`config.mk`:
```
export PLATFORM = sky130hd
export DESIGN_NAME = bank_expander
export DESIGN_NICKNAME = d
export VERILOG_FILES = /design/src/rtl/bank_expander_pkg.sv /design/src/rtl/memx_bank.sv /design/src/rtl/memx_ctrl.sv /design/src/rtl/memx_datapath.sv /design/src/rtl/bank_expander.sv
export SDC_FILE = /design/constraint.sdc
export NUM_CORES = 1
export LEC_CHECK = 0
export ABC_AREA = 1
export ABC_CLOCK_PERIOD_IN_PS = 1770
export BUFFER_PORTS_ARGS = -buffer_cell sky130_fd_sc_hd__buf_2
export CORE_ASPECT_RATIO = 1.75
export CORE_UTILIZATION = 52
export DETAILED_ROUTE_END_ITERATION = 16
export GPL_TIMING_DRIVEN = 0
export PLACE_DENSITY = 0.73
export RECOVER_POWER = 100
export SYNTH_ARGS = -nofsm -noshare
export SYNTH_HDL_FRONTEND = slang
export SYNTH_HIERARCHICAL = 1
export SYNTH_SLANG_ARGS = --single-unit
```
`constraint.sdc`:
```
create_clock -name clk -period 1.77 [get_ports clk]
set_clock_uncertainty 0.2 [all_clocks]
set_input_delay 0.0885 -clock clk [delete_from_list [all_inputs] [get_ports clk]]
set_output_delay 0.0885 -clock clk [all_outputs]
set_load 0.02 [all_outputs]
```
`src/rtl/bank_expander_pkg.sv`:
```
package bank_expander_pkg;
  // Strobes from the control path to the datapath
  typedef struct packed {
    logic wrStrobe;  // qualified write this cycle
    logic rdStrobe;  // qualified read this cycle
  } strobe_t;
endpackage

```
`src/rtl/memx_bank.sv`:
```
module memx_bank #(
  parameter int AW = 6
) (
  input  logic          clk,
  input  logic          rst_n,
  input  logic          en,
  input  logic          wr,
  input  logic          rd,
  input  logic [AW-1:0] addr,
  input  logic          din,
  output logic          rdQ
);
  localparam int DEPTH = 1 << AW;

  logic cells [DEPTH];

  always_ff @(posedge clk) begin
    if (en && wr) cells[addr] <= din;
  end

  always_ff @(posedge clk or negedge rst_n) begin
    if (!rst_n)          rdQ <= 1'b0;
    else if (en && rd)   rdQ <= cells[addr];
    else                 rdQ <= 1'b0;
  end


  idle_bank_quiet_chk: assert property (@(posedge clk) disable iff (!rst_n)
    !(en && rd) |=> (rdQ == 1'b0));
endmodule

```
`src/rtl/memx_ctrl.sv`:
```
module memx_ctrl
  import bank_expander_pkg::*;
#(
  parameter int SEL_W     = 2,
  parameter int NUM_BANKS = 1 << SEL_W
) (
  input  logic                 clk,
  input  logic                 rst_n,
  input  logic                 cs,
  input  logic                 we,
  input  logic                 oe,
  input  logic [SEL_W-1:0]     bankSel,
  output strobe_t              strobes,
  output logic [NUM_BANKS-1:0] bankEn,
  output logic [NUM_BANKS-1:0] rdSelQ
);
  // Write takes priority over read in the same cycle
  always_comb begin
    strobes.wrStrobe = cs && we;
    strobes.rdStrobe = cs && oe && !we;
  end

  // High address bits decoded to one-hot row enables
  always_comb begin
    for (int i = 0; i < NUM_BANKS; i++) begin
      bankEn[i] = cs && (bankSel == SEL_W'(i));
    end
  end

  // Registered row select steering the output mux
  always_ff @(posedge clk or negedge rst_n) begin
    if (!rst_n)                rdSelQ <= '0;
    else if (strobes.rdStrobe) rdSelQ <= bankEn;
    else                       rdSelQ <= '0;
  end


  dec_onehot_chk: assert property (@(posedge clk) disable iff (!rst_n)
    $onehot0(bankEn));


  sel_onehot_chk: assert property (@(posedge clk) disable iff (!rst_n)
    $onehot0(rdSelQ));


  sel_from_read_chk: assert property (@(posedge clk) disable iff (!rst_n)
    (cs && oe && !we) |=> ($countones(rdSelQ) == 1));


  write_blocks_read_chk: assert property (@(posedge clk) disable iff (!rst_n)
    (cs && we) |=> (rdSelQ == '0));


  deselect_quiet_chk: assert property (@(posedge clk) disable iff (!rst_n)
    !cs |=> (rdSelQ == '0));
endmodule

```
`src/rtl/memx_datapath.sv`:
```
module memx_datapath
  import bank_expander_pkg::*;
#(
  parameter int BANK_AW   = 6,
  parameter int NUM_BANKS = 4,
  parameter int DATA_W    = 4
) (
  input  logic                 clk,
  input  logic                 rst_n,
  input  strobe_t              strobes,
  input  logic [NUM_BANKS-1:0] bankEn,
  input  logic [NUM_BANKS-1:0] rdSelQ,
  input  logic [BANK_AW-1:0]   rowAddr,
  input  logic [DATA_W-1:0]    din,
  output logic [DATA_W-1:0]    dout
);
  logic [NUM_BANKS-1:0][DATA_W-1:0] bankQ;

  // Rows give depth, columns give width (one bit per bank)
  for (genvar b = 0; b < NUM_BANKS; b++) begin : g_row
    for (genvar s = 0; s < DATA_W; s++) begin : g_col
      memx_bank #(.AW(BANK_AW)) u_bank (
        .clk  (clk),
        .rst_n(rst_n),
        .en   (bankEn[b]),
        .wr   (strobes.wrStrobe),
        .rd   (strobes.rdStrobe),
        .addr (rowAddr),
        .din  (din[s]),
        .rdQ  (bankQ[b][s])
      );
    end
  end

  // Output mux steered by the registered row select
  always_comb begin
    dout = '0;
    for (int b = 0; b < NUM_BANKS; b++) begin
      if (rdSelQ[b]) dout = bankQ[b];
    end
  end


  no_select_zero_chk: assert property (@(posedge clk) disable iff (!rst_n)
    (rdSelQ == '0) |-> (dout == '0));
endmodule

```
`src/rtl/bank_expander.sv`:
```
module bank_expander
  import bank_expander_pkg::*;
#(
  parameter int BANK_AW = 6,
  parameter int SEL_W   = 2,
  parameter int DATA_W  = 4
) (
  input  logic                     clk,
  input  logic                     rst_n,
  input  logic                     cs,
  input  logic                     we,
  input  logic                     oe,
  input  logic [BANK_AW+SEL_W-1:0] addr,
  input  logic [DATA_W-1:0]        wrData,
  output logic [DATA_W-1:0]        rdData
);
  localparam int NUM_BANKS = 1 << SEL_W;
  localparam int AW        = BANK_AW + SEL_W;

  strobe_t              strobes;
  logic [NUM_BANKS-1:0] bankEn;
  logic [NUM_BANKS-1:0] rdSelQ;

  memx_ctrl #(.SEL_W(SEL_W), .NUM_BANKS(NUM_BANKS)) u_ctrl (
    .clk    (clk),
    .rst_n  (rst_n),
    .cs     (cs),
    .we     (we),
    .oe     (oe),
    .bankSel(addr[AW-1:BANK_AW]),
    .strobes(strobes),
    .bankEn (bankEn),
    .rdSelQ (rdSelQ)
  );

  memx_datapath #(.BANK_AW(BANK_AW), .NUM_BANKS(NUM_BANKS), .DATA_W(DATA_W)) u_dp (
    .clk    (clk),
    .rst_n  (rst_n),
    .strobes(strobes),
    .bankEn (bankEn),
    .rdSelQ (rdSelQ),
    .rowAddr(addr[BANK_AW-1:0]),
    .din    (wrData),
    .dout   (rdData)
  );


  deselect_out_zero_chk: assert property (@(posedge clk) disable iff (!rst_n)
    !cs |=> (rdData == '0));
endmodule

```
==> flow_metrics.py, run 1 <==
metrics = {
    "floorplanning": {
        "coreArea_um2": 96900,
        "start_util_pct": 52.6,
        "dieArea_um2": 99300,
        "io-pin-count": 21,
        "die_h_um": 416,
        "rows": 151,
        "die-width_um": 239,
    },
    "clock_network": {
        "clk_latency_ns": 0.67,
        "ctsRootBufferMaster": "clkbuf_16",
        "cts_sinks": 1044,
        "cts_tree": "yes",
        "h-tree-depth": 3,
        "clockBufferDepth": 3,
        "cts_buffers": 89,
        "clk_pin_slew_worst_paths_ns": 0.06,
    },
    "timing": {
        "slew_violations": 0,
        "post-route-min-period_ns": 2.07,
        "fin_ws_ns": -0.304,
        "hold_ws_ns": -0.154,
        "slew_headroom_pct": 19.4,
        "hold_viol": 92,
        "min_period_over_period_pct": 117,
        "max_freq_mhz": 482,
        "tightestPinTransition_ns": 1.21,
        "setup_violations": 849,
        "rsz0062_at_grt": "true",
    },
    "worst_setup_path": {
        "arrival_ns": 2.40,
        "critPathKind": "in2reg",
        "cp-end-kind": "flop",
        "crit_fanout": 27,
        "startpoint_type": "input pin",
        "crit_required_ns": 2.10,
        "r2r_slack_ns": 0.11,
    },
    "routing": {
        "drc": 0,
        "drt-total-wl_um": 121000,
        "routedWlPerCell_um": 16.4,
        "ant_nets": 0,
        "vias": 38500,
        "drtIter0Drc": 2986,
        "dr.pass1.iters": 8,
        "routed_via_density": 5.22,
    },
    "synthesis": {
        "syn_inst": 5804,
        "avgSynthCellArea_um2": 8.78,
        "syn_area_um2": 51000,
        "synth_area_leaders": "edfxtp_1 60%, nand2_1 16%, nor2_1 8.5%",
        "synth_top_cell_by_area": "edfxtp_1",
        "ys.flop_type": "edfxtp_1",
        "netlist.area_leader.share_pct": 60.3,
        "synth_seq_cells": 1044,
        "synth_cell_types": 19,
        "synth-edff-count": 1024,
        "synthArstFlopShare_pct": 1.92,
        "ys_warn_count": 6,
        "yosysMostFrequentCell": "nand2_1",
        "yosys-top-cells-count": "2131 x nand2_1, 1158 x nor2_1, 1024 x edfxtp_1, 638 x inv_1, 359 x nand3_1",
        "ys_seq_area_share_pct": 61.3,
        "syn_nets": 5821,
    },
    "final_layout": {
        "drive_above_1_share_pct": 7.60,
        "nNetsFinal": 6021,
        "num_antenna_cells": 0,
        "final_cells": 7376,
        "fin_util_pct": 58.8,
        "area_growth_syn_to_layout_pct": 11.8,
    },
    "placed_design": {
        "place.gp.congestion": 0.897,
        "port_buffers": 18,
        "pre_cts_slack_ns": -0.892,
        "dpl.cell_count": 7131,
        "hpwl_um": 76100,
    },
    "global_routing": {
        "antenna_found_initial": 1,
        "overflow": 0,
        "grt_pass1_wl_um": 189000,
        "grt_pass1_vias": 37700,
        "grt.total_usage_pct": 24.3,
        "grt_max_degree": 156,
    },
    "worst_hold_path": {
        "worstHoldPathType": "in2reg",
    },
    "run_status": {
        "status": "finished with violations",
        "violations": "hold timing, setup timing",
    },
    "power": {
        "p_total_mw": 50.0,
        "p_per_area_nw_per_um2": 877,
        "ir_drop_mv": 0.958,
        "leakagePower_nw": 23.2,
    },
    "run": {
        "maxCapViolCount": 0,
    },
}
[cells in the final DEF, fill, tap and decap left out, drive strengths merged]
| master | instances |
|---|---|
| nand3 | 359 |
| buf | 171 |
| or2 | 64 |
| bufinv | 7 |
| dlymetal6s4s | 3 |
| clkdlybuf4s25 | 1 |
| nor2 | 1206 |
| o21ai | 64 |
| dfrtp | 20 |
| nand2 | 2131 |
| dlygate4sd3 | 74 |
| nor3 | 64 |
| a21oi | 24 |
| clkinvlp | 9 |
| clkbuf | 131 |
| clkinv | 40 |
| inv | 668 |
| edfxtp | 1024 |
| o211ai | 16 |
[worst paths after layout]
kind,end,start,cells past startpoint
worst max-delay path,u_dp/g_row[3].g_col[1].u_bank/rdQ,addr[1],10
worst min-delay path,u_dp/g_row[0].g_col[0].u_bank/rdQ,addr[4],7
worst max register to register,u_dp/g_row[0].g_col[2].u_bank/rdQ,u_dp/g_row[0].g_col[2].u_bank/cells[42],7
worst min register to register,u_dp/g_row[0].g_col[3].u_bank/rdQ,u_dp/g_row[0].g_col[3].u_bank/cells[18],6
max in group asynchronous,u_ctrl/rdSelQ[1],rst_n,4
min in group asynchronous,u_dp/g_row[2].g_col[0].u_bank/rdQ,rst_n,4
[state kept, by name (all words and copies together) (netlist names)]
name,cells
u_dp/g_row.g_col.u_bank/cells,1024
u_dp/g_row.g_col.u_bank/rdQ,16
u_ctrl/rdSelQ,4
[layer usage]
metal | routed length, um | track usage [%] | share of wire [%]
met1 | 43200 | 25.7 | 36
met2 | 64000 | 45.0 | 53
met3 | 7490 | 3.57 | 6.2
met4 | 6280 | 14.5 | 5.2
met5 | 9 | 0 | 0.0074
[where the power goes]
part	total (mW)	leakage (nW)	switching (mW)	internal [mW]
logic	3.64	12.3	2.60	1.04
clock network	19.2	1.38	8.62	10.5
registers	27.2	9.47	0.00920	27.1
[logic make-up (layout without fill, tap and decap cells)]
kind of cell	Yosys count	count (layout)	share of synthesized area [%]
AOI/OAI and AO/OA	104	104	1.10
DFF	1044	1044	61.3
buffers and inverters	832	1104	7.82
and+or+nand+nor	3824	3824	29.8
[final cells by class]
class                   instances  area, um2
plain buffers                 160       1380
clock buffers                 109       2370
clock inverters                54        455
fillers                      8167      40000
inverters                     670       2570
multi-input cells            3928      16100
flip-flops and latches       1044      31300
well taps                    1300       1630
repair buffers                111       1250
[per-stage QoR]
| stage | setup TNS [ns] | area [um2] |
|---|---|---|
| 5_1_grt | -154.61 | 57000 |
| 2_1_floorplan | 0 | 51000 |
| 3_5_place_dp | -661.78 | 53000 |
| 4_1_cts | -12.64 | 56500 |
| 3_3_place_gp | -3308.68 | 52700 |
| 6_report | -89.11 | 57000 |
[worst max-delay path, stage by stage]
cell and delay (ns):
clkbuf_4 0.49, buf_8 0.38, inv_2 0.20, nor2_2 0.32, nand3_1 0.15, nand2_1 0.11, o21ai_1 0.06, nand2_1 0.06
nor2_1 0.06, a21oi_1 0.38
[what timing repair did]
action                                  in CTS  in global routing
setup buffers                                0                  4
endpoints found under the hold margin      574                240
pin swaps                                    7                  6
gates cloned                                 0                  0
hold buffers                                65                 15
endpoints found under the setup margin     141                789
resized for setup                           26                 90
No activity file was read; power rests on OpenSTA's default activity.
==> inputs of run 2 (changes only) <==
--- a/config.mk
+++ b/config.mk
@@ -11,7 +11,6 @@
 export CORE_ASPECT_RATIO = 1.75
 export CORE_UTILIZATION = 52
 export DETAILED_ROUTE_END_ITERATION = 16
-export GPL_TIMING_DRIVEN = 0
 export PLACE_DENSITY = 0.73
 export RECOVER_POWER = 100
 export SYNTH_ARGS = -nofsm -noshare
==> run 2 against run 1 <==
  * The run still ends with hold timing, setup timing left
  * Via count rose by 2.5%
  * Register-to-register slack improved by 0.06 ns
  * Global-route usage increased by 0.49 points
  * Critical endpoint is now rdData[1]
  * First-iteration DRC count shrank 6.1%
==> flow_metrics.py, run 2 (synthesized netlist as in run 1, its figures left out) <==
metrics = {
    "worst_setup_path": {
        "critPathKind": "reg2out",
        "crit_required_ns": 1.48,
        "r2r_end": "u_dp/g_row[2].g_col[1].u_bank/rdQ",
        "cp-end-kind": "primary output",
        "r2r_slack_ns": 0.17,
        "rr_startpoint": "u_dp/g_row[2].g_col[1].u_bank/cells[34]",
        "reg2regPathDepth": 7,
        "startpoint_type": "flop",
        "crit_fanout": 4,
        "arrival_ns": 1.77,
    },
    "clock_network": {
        "cts_sinks": 1044,
        "ctsRootBufferMaster": "clkbuf_16",
        "cts_tree": "yes",
        "postCtsSetupRepairBufs": 0,
        "clk_pin_slew_worst_paths_ns": 0.07,
        "cts_buffers": 89,
        "h-tree-depth": 3,
        "clockBufferDepth": 3,
        "clk_latency_ns": 0.69,
    },
    "floorplanning": {
        "rows": 151,
        "dieArea_um2": 99300,
        "die_h_um": 416,
        "coreArea_um2": 96900,
        "io-pin-count": 21,
        "die-width_um": 239,
        "start_util_pct": 52.6,
    },
    "final_layout": {
        "area_growth_syn_to_layout_pct": 16.1,
        "mostFrequentLayoutCell": "nand2_1",
        "fillers": 7928,
        "final_cell_mix": "2121 x nand2_1, 1147 x nor2_1, 1024 x edfxtp_1",
        "largest_registers": "u_dp/g_row.g_col.u_bank/cells x1024, u_dp/g_row.g_col.u_bank/rdQ x16, u_ctrl/rdSelQ x4",
        "finalInstanceArea_um2": 59200,
        "drive_above_1_share_pct": 12.1,
        "final_cells": 7643,
        "num_antenna_cells": 0,
        "largest_reg_flops": 1024,
        "nNetsFinal": 6285,
        "top_register": "u_dp/g_row.g_col.u_bank/cells",
    },
    "timing": {
        "slew_headroom_pct": 24.3,
        "hold_viol": 2,
        "post-route-min-period_ns": 2.06,
        "max_freq_mhz": 486,
        "tightestPinTransition_ns": 1.14,
        "slew_violations": 0,
        "setup_violations": 899,
        "fin_ws_ns": -0.289,
        "hold_ws_ns": -0.0209,
        "min_period_over_period_pct": 116,
        "rsz0062_at_grt": "true",
    },
    "placed_design": {
        "placed_area_um2": 55700,
        "hpwl_um": 84900,
        "pre_cts_slack_ns": -0.347,
        "port_buffers": 20,
        "dpl.cell_count": 7447,
        "place.gp.congestion": 0.902,
    },
    "power": {
        "p_total_mw": 51.9,
        "ir_drop_mv": 1.20,
        "p_per_area_nw_per_um2": 877,
        "leakagePower_nw": 24.7,
    },
    "routing": {
        "drc": 0,
        "dr.pass1.iters": 6,
        "vias": 39500,
        "drt-total-wl_um": 123000,
        "routed_via_density": 5.16,
        "drtIter0Drc": 2805,
        "routedWlPerCell_um": 16.1,
        "ant_nets": 0,
    },
    "worst_hold_path": {
        "hp-start": "addr[7]",
        "min_path_cells": 6,
        "hold_end": "u_dp/g_row[2].g_col[3].u_bank/rdQ",
        "worstHoldPathType": "in2reg",
    },
    "global_routing": {
        "grt_max_degree": 81,
        "antenna_found_initial": 0,
        "overflow": 0,
        "grt.total_usage_pct": 24.8,
        "grt_pass1_vias": 39100,
        "grt_pass1_wl_um": 193000,
    },
    "run": {
        "maxCapViolCount": 0,
    },
    "run_status": {
        "status": "finished with violations",
        "violations": "hold timing, setup timing",
    },
}
[run 2: worst max-delay path, cell delays in order, from the launching register on]
cell and delay (ns):
dfrtp_1 0.40, buf_6 0.15, a21oi_2 0.12, nand2_1 0.09
nand2_1 0.09, nand2_2 0.08, buf_6 0.13
[run 2: layout make-up]
class | instances | area, um2 | share of cell area, %
Sequential cell | 1044 | 31300 | 52.8
Multi-Input combinational cell | 3928 | 15900 | 26.9
Timing Repair Buffer | 535 | 4700 | 7.94
Inverter | 670 | 2550 | 4.32
Clock buffer | 102 | 2340 | 3.95
Tap cell | 1300 | 1630 | 2.75
Clock inverter | 64 | 778 | 1.32
[run 2: per-stage QoR]
| step | TNS (ns) | util [%] |
|---|---|---|
| 5_1_grt | -146.92 | 61.0 |
| 6_report | -74.33 | 61.0 |
| 4_1_cts | -37.64 | 61.0 |
| 3_3_place_gp | -148.89 | 57.5 |
| 3_5_place_dp | -167.38 | 57.5 |
| 2_1_floorplan | 0 | - |
[run 2: worst max-delay path by stage]
stage                                                          to        startpoint  slack [ns]  cells past startpoint
after global routing                                    rdData[0]  u_ctrl/rdSelQ[1]       -0.33                      6
after global placement    u_dp/g_row[2].g_col[2].u_bank/cells[46]           addr[6]       -0.28                     10
after detailed placement  u_dp/g_row[0].g_col[3].u_bank/cells[27]           addr[7]       -0.35                     10
final                                                   rdData[1]  u_ctrl/rdSelQ[1]       -0.29                      6
after floorplan           u_dp/g_row[0].g_col[0].u_bank/cells[10]                we        0.31                      6
after CTS                                               rdData[2]  u_ctrl/rdSelQ[1]       -0.33                      6
[run 2: repair_timing]
item	4_1_cts	5_1_grt
hold buffers	24	10
pin swaps	7	6
endpoints found under the setup margin	4	1045
hold endpoints to repair	1140	17
resized for setup	20	53
[run 2: where the power goes]
part	internal (mW)	switching [mW]	total, mW
clock network	12.0	8.89	20.9
logic	1.18	2.64	3.82
registers	27.1	0.00927	27.1
total	40.3	11.5	51.9
[run 2: routing by layer]
metal / vias up / wire length (um) / GRT usage (%)
met2: 1160 / 67000 / 47.5
li1: 19300 / - / -
met5: - / 0 / 0
met1: 18600 / 42500 / 24.9
met4: 0 / 7220 / 15.0
met3: 421 / 5960 / 3.31
